### config.mk
export PLATFORM = sky130hd
export DESIGN_NAME = bitscan_unit
export DESIGN_NICKNAME = d
export VERILOG_FILES = /design/src/rtl/bitscan_pkg.sv /design/src/rtl/bs_operand_mask.sv /design/src/rtl/bs_bit_encoder.sv /design/src/rtl/bs_result_form.sv /design/src/rtl/bitscan_unit.sv
export SDC_FILE = /design/constraint.sdc
export NUM_CORES = 1
export LEC_CHECK = 0
export ABC_AREA = 0
export BUFFER_PORTS_ARGS = -buffer_cell sky130_fd_sc_hd__buf_2
export CORE_ASPECT_RATIO = 2
export CORE_MARGIN = 2
export CORE_UTILIZATION = 48
export DETAILED_ROUTE_END_ITERATION = 6
export PLACE_DENSITY_LB_ADDON = 0.3
export SYNTH_ARGS = -nofsm -noshare
export SYNTH_HDL_FRONTEND = slang
export SYNTH_SLANG_ARGS = --single-unit
### constraint.sdc
create_clock -name clk -period 1.9 [get_ports clk]
set_clock_uncertainty 0.15 [all_clocks]
set_input_delay 0.285 -clock clk [delete_from_list [all_inputs] [get_ports clk]]
set_output_delay 0.285 -clock clk [all_outputs]
set_load 0.01 [all_outputs]
### src/rtl/bitscan_pkg.sv
// Package: shared encodings for the bit-scan unit.
// Assumes a 2-bit operation code and a 2-bit size select; the size code 2'b11
// is treated the same as the full-width code.
package bitscan_pkg;

    typedef enum logic [1:0] {
        OP_SCAN_FWD  = 2'b00,
        OP_SCAN_REV  = 2'b01,
        OP_LEAD_ZC   = 2'b10,
        OP_TRAIL_ZC  = 2'b11
    } bs_op_e;

    typedef enum logic [1:0] {
        SZ_QUARTER = 2'b00,
        SZ_HALF    = 2'b01,
        SZ_FULL    = 2'b10,
        SZ_ALT     = 2'b11
    } bs_size_e;

    // Number of operand bits selected by a size code, given the full width.
    function automatic int unsigned sel_bits(bs_size_e sz, int unsigned full);
        case (sz)
            SZ_QUARTER: return full / 4;
            SZ_HALF:    return full / 2;
            default:    return full;
        endcase
    endfunction

    // True for the two scan operations, which keep the destination on zero.
    function automatic logic is_scan(bs_op_e op);
        return (op == OP_SCAN_FWD) || (op == OP_SCAN_REV);
    endfunction

endpackage

### src/rtl/bs_operand_mask.sv
// Module: bs_operand_mask
// Clears every operand bit at or above the width picked by the size code.
// Assumes DATA_W is divisible by 4 (quarter, half and full widths exist).
module bs_operand_mask
    import bitscan_pkg::*;
#(
    parameter int DATA_W = 64
) (
    input  logic [DATA_W-1:0] raw,
    input  bs_size_e          size,
    output logic [DATA_W-1:0] masked
);
    localparam int Q_W = DATA_W / 4;
    localparam int H_W = DATA_W / 2;

    logic [DATA_W-1:0] keep;

    // Build the keep mask for the selected width.
    always_comb begin
        case (size)
            SZ_QUARTER: keep = {{(DATA_W-Q_W){1'b0}}, {Q_W{1'b1}}};
            SZ_HALF:    keep = {{(DATA_W-H_W){1'b0}}, {H_W{1'b1}}};
            default:    keep = {DATA_W{1'b1}};
        endcase
    end

    // Apply the mask.
    always_comb masked = raw & keep;

endmodule

### src/rtl/bs_bit_encoder.sv
// Module: bs_bit_encoder
// Parallel priority encoder: returns the index of the highest (FROM_TOP=1) or
// lowest (FROM_TOP=0) set bit of vec, and flags an all-zero vector. The search
// is a log-depth tree of pairwise selections, so delay does not depend on data.
// Assumes W is a power of two, at least 2.
module bs_bit_encoder #(
    parameter int W        = 64,
    parameter bit FROM_TOP = 1'b1
) (
    input  logic [W-1:0]         vec,
    output logic [$clog2(W)-1:0] idx,
    output logic                 none
);
    localparam int LVLS  = $clog2(W);
    localparam int NODES = 2 * W - 1;

    // Node n of the heap: any-bit-set flag and winning index; leaves at W-1..2W-2.
    logic [NODES-1:0] hit;
    logic [LVLS-1:0]  win [NODES];

    genvar g;
    generate
        for (g = 0; g < W; g++) begin : g_leaf
            assign hit[W-1+g] = vec[g];
            assign win[W-1+g] = LVLS'(g);
        end
        for (g = W - 2; g >= 0; g--) begin : g_node
            // Left child covers lower indices, right child covers higher ones.
            if (FROM_TOP) begin : g_hi
                assign win[g] = hit[2*g+2] ? win[2*g+2] : win[2*g+1];
            end else begin : g_lo
                assign win[g] = hit[2*g+1] ? win[2*g+1] : win[2*g+2];
            end
            assign hit[g] = hit[2*g+1] | hit[2*g+2];
        end
    endgenerate

    // Root of the tree carries the answer.
    always_comb begin
        idx  = win[0];
        none = ~hit[0];
    end

endmodule

### src/rtl/bs_result_form.sv
// Module: bs_result_form
// Turns the encoder outputs into the architectural result and flags for one
// operation: index, count, kept destination, zero flag and carry flag.
// Assumes msb/lsb are meaningful only when empty is low.
module bs_result_form
    import bitscan_pkg::*;
#(
    parameter int DATA_W = 64
) (
    input  bs_op_e                    op,
    input  bs_size_e                  size,
    input  logic                      empty,
    input  logic [$clog2(DATA_W)-1:0] msb,
    input  logic [$clog2(DATA_W)-1:0] lsb,
    input  logic [DATA_W-1:0]         dst_old,
    output logic [DATA_W-1:0]         result,
    output logic                      zf,
    output logic                      cf
);
    localparam int IDX_W = $clog2(DATA_W);
    localparam int CNT_W = IDX_W + 1;

    logic [CNT_W-1:0] width;
    logic [CNT_W-1:0] lead;
    logic [CNT_W-1:0] count;

    // Selected operand width and leading-zero count relative to it.
    always_comb begin
        width = CNT_W'(sel_bits(size, DATA_W));
        lead  = width - CNT_W'(1) - {1'b0, msb};
    end

    // Pick the result and flags by operation.
    always_comb begin
        count  = '0;
        result = '0;
        zf     = 1'b0;
        cf     = 1'b0;
        case (op)
            OP_SCAN_FWD, OP_SCAN_REV: begin
                zf = empty;
                if (empty) begin
                    result = dst_old;
                end else begin
                    result = {{(DATA_W-IDX_W){1'b0}}, (op == OP_SCAN_FWD) ? lsb : msb};
                end
            end
            default: begin
                if (empty) begin
                    count = width;
                end else if (op == OP_LEAD_ZC) begin
                    count = lead;
                end else begin
                    count = {1'b0, lsb};
                end
                cf     = empty;
                zf     = (count == '0);
                result = {{(DATA_W-CNT_W){1'b0}}, count};
            end
        endcase
    end

endmodule

### src/rtl/bitscan_unit.sv
// Module: bitscan_unit (top)
// Three-stage bit-scan and zero-count pipeline. Stage 1 registers the masked
// operand, stage 2 registers both priority-encoder results, stage 3 registers
// the formed result and flags. One operation per cycle, fixed 3-cycle latency.
// Assumes DATA_W is a power of two and at least 8.
module bitscan_unit
    import bitscan_pkg::*;
#(
    parameter int DATA_W = 64
) (
    input  logic              clk,
    input  logic              rst_n,
    input  logic              in_valid,
    output logic              in_ready,
    input  logic [1:0]        in_op,
    input  logic [1:0]        in_size,
    input  logic [DATA_W-1:0] in_src,
    input  logic [DATA_W-1:0] in_dst_old,
    output logic              out_valid,
    output logic [DATA_W-1:0] out_result,
    output logic              out_zf,
    output logic              out_cf
);
    localparam int IDX_W = $clog2(DATA_W);

    // Stage 1 state
    logic              s1_valid;
    bs_op_e            s1_op;
    bs_size_e          s1_size;
    logic [DATA_W-1:0] s1_data;
    logic [DATA_W-1:0] s1_old;
    logic [DATA_W-1:0] masked;

    // Stage 2 state
    logic              s2_valid;
    bs_op_e            s2_op;
    bs_size_e          s2_size;
    logic [DATA_W-1:0] s2_old;
    logic [IDX_W-1:0]  s2_msb;
    logic [IDX_W-1:0]  s2_lsb;
    logic              s2_empty;
    logic [IDX_W-1:0]  enc_msb;
    logic [IDX_W-1:0]  enc_lsb;
    logic              enc_none_hi;
    logic              enc_none_lo;

    // Stage 3 inputs
    logic [DATA_W-1:0] form_result;
    logic              form_zf;
    logic              form_cf;

    // The pipeline never stalls.
    assign in_ready = 1'b1;

    bs_operand_mask #(.DATA_W(DATA_W)) u_mask (
        .raw    (in_src),
        .size   (bs_size_e'(in_size)),
        .masked (masked)
    );

    // Stage 1: capture the operation with the operand already trimmed.
    always_ff @(posedge clk) begin
        if (!rst_n) begin
            s1_valid <= 1'b0;
            s1_op    <= OP_SCAN_FWD;
            s1_size  <= SZ_QUARTER;
            s1_data  <= '0;
            s1_old   <= '0;
        end else begin
            s1_valid <= in_valid;
            s1_op    <= bs_op_e'(in_op);
            s1_size  <= bs_size_e'(in_size);
            s1_data  <= masked;
            s1_old   <= in_dst_old;
        end
    end

    bs_bit_encoder #(.W(DATA_W), .FROM_TOP(1'b1)) u_enc_hi (
        .vec  (s1_data),
        .idx  (enc_msb),
        .none (enc_none_hi)
    );

    bs_bit_encoder #(.W(DATA_W), .FROM_TOP(1'b0)) u_enc_lo (
        .vec  (s1_data),
        .idx  (enc_lsb),
        .none (enc_none_lo)
    );

    // Stage 2: capture both encoder results and the empty indication.
    always_ff @(posedge clk) begin
        if (!rst_n) begin
            s2_valid <= 1'b0;
            s2_op    <= OP_SCAN_FWD;
            s2_size  <= SZ_QUARTER;
            s2_old   <= '0;
            s2_msb   <= '0;
            s2_lsb   <= '0;
            s2_empty <= 1'b0;
        end else begin
            s2_valid <= s1_valid;
            s2_op    <= s1_op;
            s2_size  <= s1_size;
            s2_old   <= s1_old;
            s2_msb   <= enc_msb;
            s2_lsb   <= enc_lsb;
            s2_empty <= enc_none_hi & enc_none_lo;
        end
    end

    bs_result_form #(.DATA_W(DATA_W)) u_form (
        .op      (s2_op),
        .size    (s2_size),
        .empty   (s2_empty),
        .msb     (s2_msb),
        .lsb     (s2_lsb),
        .dst_old (s2_old),
        .result  (form_result),
        .zf      (form_zf),
        .cf      (form_cf)
    );

    // Stage 3: register the architectural outputs.
    always_ff @(posedge clk) begin
        if (!rst_n) begin
            out_valid  <= 1'b0;
            out_result <= '0;
            out_zf     <= 1'b0;
            out_cf     <= 1'b0;
        end else begin
            out_valid  <= s2_valid;
            out_result <= form_result;
            out_zf     <= form_zf;
            out_cf     <= form_cf;
        end
    end

endmodule

### After elaboration in Yosys (flattened, before gate mapping)

Cells that the tools add are included.

| operators by class | value |
|---|---|
| add/sub/neg operators | 2 |
| eq/ne operators | 4 |
| multiplexer cells | 135 |
| bitwise operators | 66 |
| reduce and logical (&&, ||, !) cells | 7 |

Operators by type and width:

| cell | number |
|---|---|
| $mux W6 | 63 |
| $pmux W64 S2 | 1 |
| $mux W1 | 65 |
| $and A64 B64 Y64 | 1 |
| $or A1 B1 Y1 | 63 |
| $mux W7 | 5 |
| $pmux W7 S2 | 1 |
| $logic_not A7 Y1 | 1 |
| $sub A7 B1 Y7 const B | 1 |
| $sub A7 B6 Y7 | 1 |
| $eq A2 B1 Y1 const B | 3 |
| $logic_not A2 Y1 | 3 |
| $reduce_and A3 Y1 | 1 |
| $reduce_or A3 Y1 | 1 |
| $eq A2 B2 Y1 const B | 1 |
| $not A1 Y1 | 2 |
| $reduce_or A2 Y1 | 1 |

| word-level totals | value |
|---|---|
| bits in registers | 282 |
| output and inout bits | 68 |
| logic and storage cells | 231 |

### Depth between registers and ports, before layout

| depth | value |
|---|---|
| word-level depth | 9 |
| depth in mapped cells | 8 |
| depth with buffers taken out | 8 |

### Hierarchy

From an unflattened synthesis, not the netlist that was laid out.

| unflattened totals | value |
|---|---|
| cells, all modules | 1037 |
| area total of the unflattened synthesis | 10510.1 µm² |

Modules (own cells, without submodules):

| module | times used | cells an instance | area an instance (µm²) | sequential area each (µm²) |
|---|---|---|---|---|
| bitscan_unit | 1 | 597 | 7744.9 | 5645.4 |
| bs_result_form | 1 | 132 | 850.8 | 0.0 |
| bs_bit_encoder (u_enc_lo) | 1 | 120 | 723.2 | 0.0 |
| bs_bit_encoder (u_enc_hi) | 1 | 117 | 688.2 | 0.0 |
| bs_operand_mask | 1 | 71 | 503.0 | 0.0 |

### Least setup slack after synthesis

Ideal clock, no wire load.

| timing path | value |
|---|---|
| kind | reg-to-reg |
| from | register s2_size[1] |
| to | register out_zf |
| setup time | 78 ps |
| data arrival time | 1762 ps |
| setup slack | -90 ps |
| stages on the path, launching flop included | 8 |
| period minus slack after synthesis | 1990 ps |
| cells stage by stage | dfxtp_1 -> nor2_1 -> ha_1 -> fa_1 -> a21o_1 -> a22o_1 -> o31a_1 -> nor3_1 |

| between the ends | value |
|---|---|
| longest elaborated chain between the ends | 9 |
| elaborated cells between the ends (all ways) | 10 |
| classes of those cells | 2 x add/sub; 1 x eq/ne; 5 x mux; 2 x reduce/logical |

Ends and longest elaborated chain:

| item | RTL line | RTL |
|---|---|---|
| start, declared | bitscan_unit.sv:37 | `bs_size_e s2_size;` |
| start signal, assigned | bitscan_unit.sv:103 | `s2_size <= s1_size;` |
| $eq A2 B1 Y1 or $logic_not A2 Y1 (tied branches) | bitscan_pkg.sv:22 | `case (sz)` |
| $pmux W7 S2 * | bitscan_pkg.sv:22 |  |
| $sub A7 B1 Y7 | bs_result_form.sv:30 | `lead = width - CNT_W'(1) - {1'b0, msb};` |
| $sub A7 B6 Y7 | bs_result_form.sv:30 |  |
| $mux W7 | bs_result_form.sv:51 | `end else if (op == OP_LEAD_ZC) begin` |
| $mux W7 * | bs_result_form.sv:49 | `if (empty) begin` |
| $mux W7 * | bs_result_form.sv:39 | `case (op)` |
| $logic_not A7 Y1 * | bs_result_form.sv:57 | `zf = (count == '0);` |
| $mux W1 * | bs_result_form.sv:39 |  |
| end signal, assigned | bitscan_unit.sv:133 | `out_zf <= form_zf;` |
| end, declared | bitscan_unit.sv:21 | `output logic out_zf,` |

Every way passes the cells marked *; elsewhere a longest branch is shown, timed or not. The select of a mux whose other input is x is not followed.
A chain may end at the register's enable or synchronous reset.

### Final worst setup path

| timing path | value |
|---|---|
| from | register s1_data[17] |
| to | register s2_msb[0] |

| between the ends | value |
|---|---|
| longest elaborated chain between the ends | 6 |
| elaborated cells between the ends (all ways) | 10 |
| classes of those cells | 6 x mux; 4 x bitwise |

Ends and longest elaborated chain:

| item | RTL line | RTL |
|---|---|---|
| start, declared | bitscan_unit.sv:30 | `logic [DATA_W-1:0] s1_data;` |
| start signal, assigned | bitscan_unit.sv:73 | `s1_data <= masked;` |
| $mux W1 or $or A1 B1 Y1 (tied branches) | bs_bit_encoder.sv:30, bs_bit_encoder.sv:34 |  |
| $mux W6 or $or A1 B1 Y1 (tied branches) (3 in a row) | bs_bit_encoder.sv:30, bs_bit_encoder.sv:34 |  |
| $mux W6 * (2 in a row) | bs_bit_encoder.sv:30 | `assign win[g] = hit[2*g+2] ? win[2*g+2] : win[2*g+1];` |
| end signal, assigned | bitscan_unit.sv:105 | `s2_msb <= enc_msb;` |
| end, declared | bitscan_unit.sv:39 | `logic [IDX_W-1:0] s2_msb;` |

Every way passes the cells marked *; elsewhere a longest branch is shown, timed or not.

==> out/results.txt <==
vias in the first global route - 7541
Worst EP arrival - 2270 ps
DP HPWL - 15060 um
area delta synth->final - 43.87%
unrepaired setup endpoints after global routing - true
ANT nets after route - 0
Peak VDD IR - 0.0009116 V
Final Hold Fails - 0
XOR/XNOR Fraction of Synth Area - 0%
Bufs on Longest Clock Path - 3
Cell Area, Synth - 9199 um^2
final WL - 22760 um
Core ar. - 18830 um^2
Die Y - 199.8 um
outcome - finished, violations left
violated checks - negative setup slack
crit share post-route - 105.7%
PortBufs - 201
CP required - 2170 ps
Max transition margin - 61.76%
Initial Util - 48.84%
pwr dens - 941.9 nW/um^2
GP Congestion - 0.9204
worst skew pair latency - 510 ps
share of cells above drive strength 1 - 28.39%
CP max FO - 4
Worst-path clk slew - 70 ps
antenna violations before repair - 0
Iter 0 DRT Violations - 220
Netlist cell types - 58
Crit Path Class - register to register
largest family of logic cells by synthesized area - simple AND/OR/NAND/NOR gates
HP Class - input pin to register
max_cap viols - 0
simple-gate share of the synthesized area - 25.50%
Synth Area in Adders - 0.3536%
Worst Tran Pin Value - 573.6 ps
Final min period - 2009 ps
first-pass GRT wire length - 35530 um
final worst slack - -109.0 ps
most numerous cell in the Yosys netlist - dfxtp_1
Sink Count - 282
CTS root buffer - clkbuf_16
net count reported at finish - 1394
CTS Buf Count - 24
max-slew violation count - 0
overall global routing resource usage - 22.11%
Mean Syn Cell Area - 10.59 um^2
post-route DRC violation count - 0
Ant. Diodes - 0
Die Wd - 101.9 um
Final setup viols - 8
Compound-Gate Fraction of Synth Area - 8.651%
H-tree Lvls - 1
library cell with the largest summed area after synthesis - dfxtp_1
Main synth FF type - dfxtp_1
number of synthesized flops with an enable pin - 0
synthesis-stage register bit count - 282
smallest hold slack - 45.48 ps
mux cell area share after synthesis - 1.088%
Synth async-reset ratio - 0%
Post-Place Cell Area - 10960 um^2
IO Count - 203
Synth top area share - 61.37%
num rows - 71
routed length per instance - 14.88 um
Leakage - 6.166 nW
crit end category - register
yosys warns - 0
DP Worst Slack - -95.84 ps
Overflow after GRT - 0
sequential fraction of the synthesis area - 61.37%
Mapped Cells - 869
Vias/cell - 4.830
top cells by area, synth - dfxtp_1 (61%), and2_1 (12%), and3_1 (6.2%)
CTS tree - yes
largest net degree at the start of global routing - 147
die area - 20360 um^2
DRT Pass-1 Iters - 4
Fmax - 0.4978 GHz
flop2flop setup slack - -110 ps
Final Cell Area - 13230 um^2
Post-Syn Nets - 1006
list of most frequent post-synthesis cells - dfxtp_1 (282), and2_1 (173), and3_1 (91)
Final Power - 12.46 mW
via count - 7390
crit start category - register
cells by family after synthesis:
| group | Yosys count |
|---|---|
| mux | 10 |
| fa+ha+maj | 2 |
| flops | 282 |
| simple gates | 385 |
| buf+inv | 72 |
| other cells | 1 |
| compound gates | 117 |
per-layer routing:
layer	global-route usage, %	wire (um)
met5	0	0
met4	13.23	1404
met1	20.97	7707
met2	42.59	12620
met3	3.865	1030
state kept, by name (all words and copies together) (netlist names), 6 cells and up:
name        count
s1_data        64
s2_old         64
out_result     64
s2_msb          6
s1_old         64
s2_lsb          6
cell usage in the layout, fill, tap and decap left out, types with 24 or more instances in the layout:
cell / count
dfxtp_1: 278
inv_1: 24
and3_1: 91
buf_2: 200
buf_4: 74
nor2_1: 44
and2_1: 173
a21oi_1: 31
clkbuf_16: 25
dlygate4sd3_1: 132
stage by stage:
stage	util [%]	setup TNS, ps	std cells
floorplan	-	0	869
global placement	58.17	-286.6	1354
detailed placement	58.17	-499.1	1354
CTS	69.99	-494.9	1531
global route	70.27	-1114	1530
finish	70.27	-541.8	1530
worst paths after layout:
check / start / end / cells after the start
setup / recovery: s1_data[17] / s2_msb[0] / 5
hold / removal: rst_n / s2_lsb[1] / 4
setup reg to reg: s1_data[17] / s2_msb[0] / 5
hold reg to reg: s1_old[54] / s2_old[54] / 1
power breakdown:
group	leakage, nW	internal [mW]	total [mW]	switching (mW)
sequential	2.32	6.14	6.24	0.102
clock	0.393	2.93	5.03	2.10
combinational	3.45	0.680	1.20	0.515
timing repair:
| action | 4_1_cts | 5_1_grt |
|---|---|---|
| pin swaps | 0 | 9 |
| endpoints found under the setup margin | 10 | 15 |
| setup buffers | 1 | 0 |
| hold endpoints to repair | 132 | 0 |
| hold buffers | 132 | 0 |
| gates resized for setup | 14 | 17 |
area by class of cell:
cell class	instances	area, um^2
Timing Repair Buffer	409	2929
Tap cell	255	319.1
Fill cell	1354	5599
Clock inverter	11	152.6
Sequential cell	282	5650
Multi-Input combinational cell	515	3413
Clock buffer	33	675.6
Inverter	25	93.84
worst max-delay path, cell delays in order, from the launching register on:
cell      delay (ps)
dfxtp_1          310
or4_4            580
nor4_4           360
o211a_1          210
a221oi_2          70
o311ai_2         230
Power figures use the tool's default switching activity.
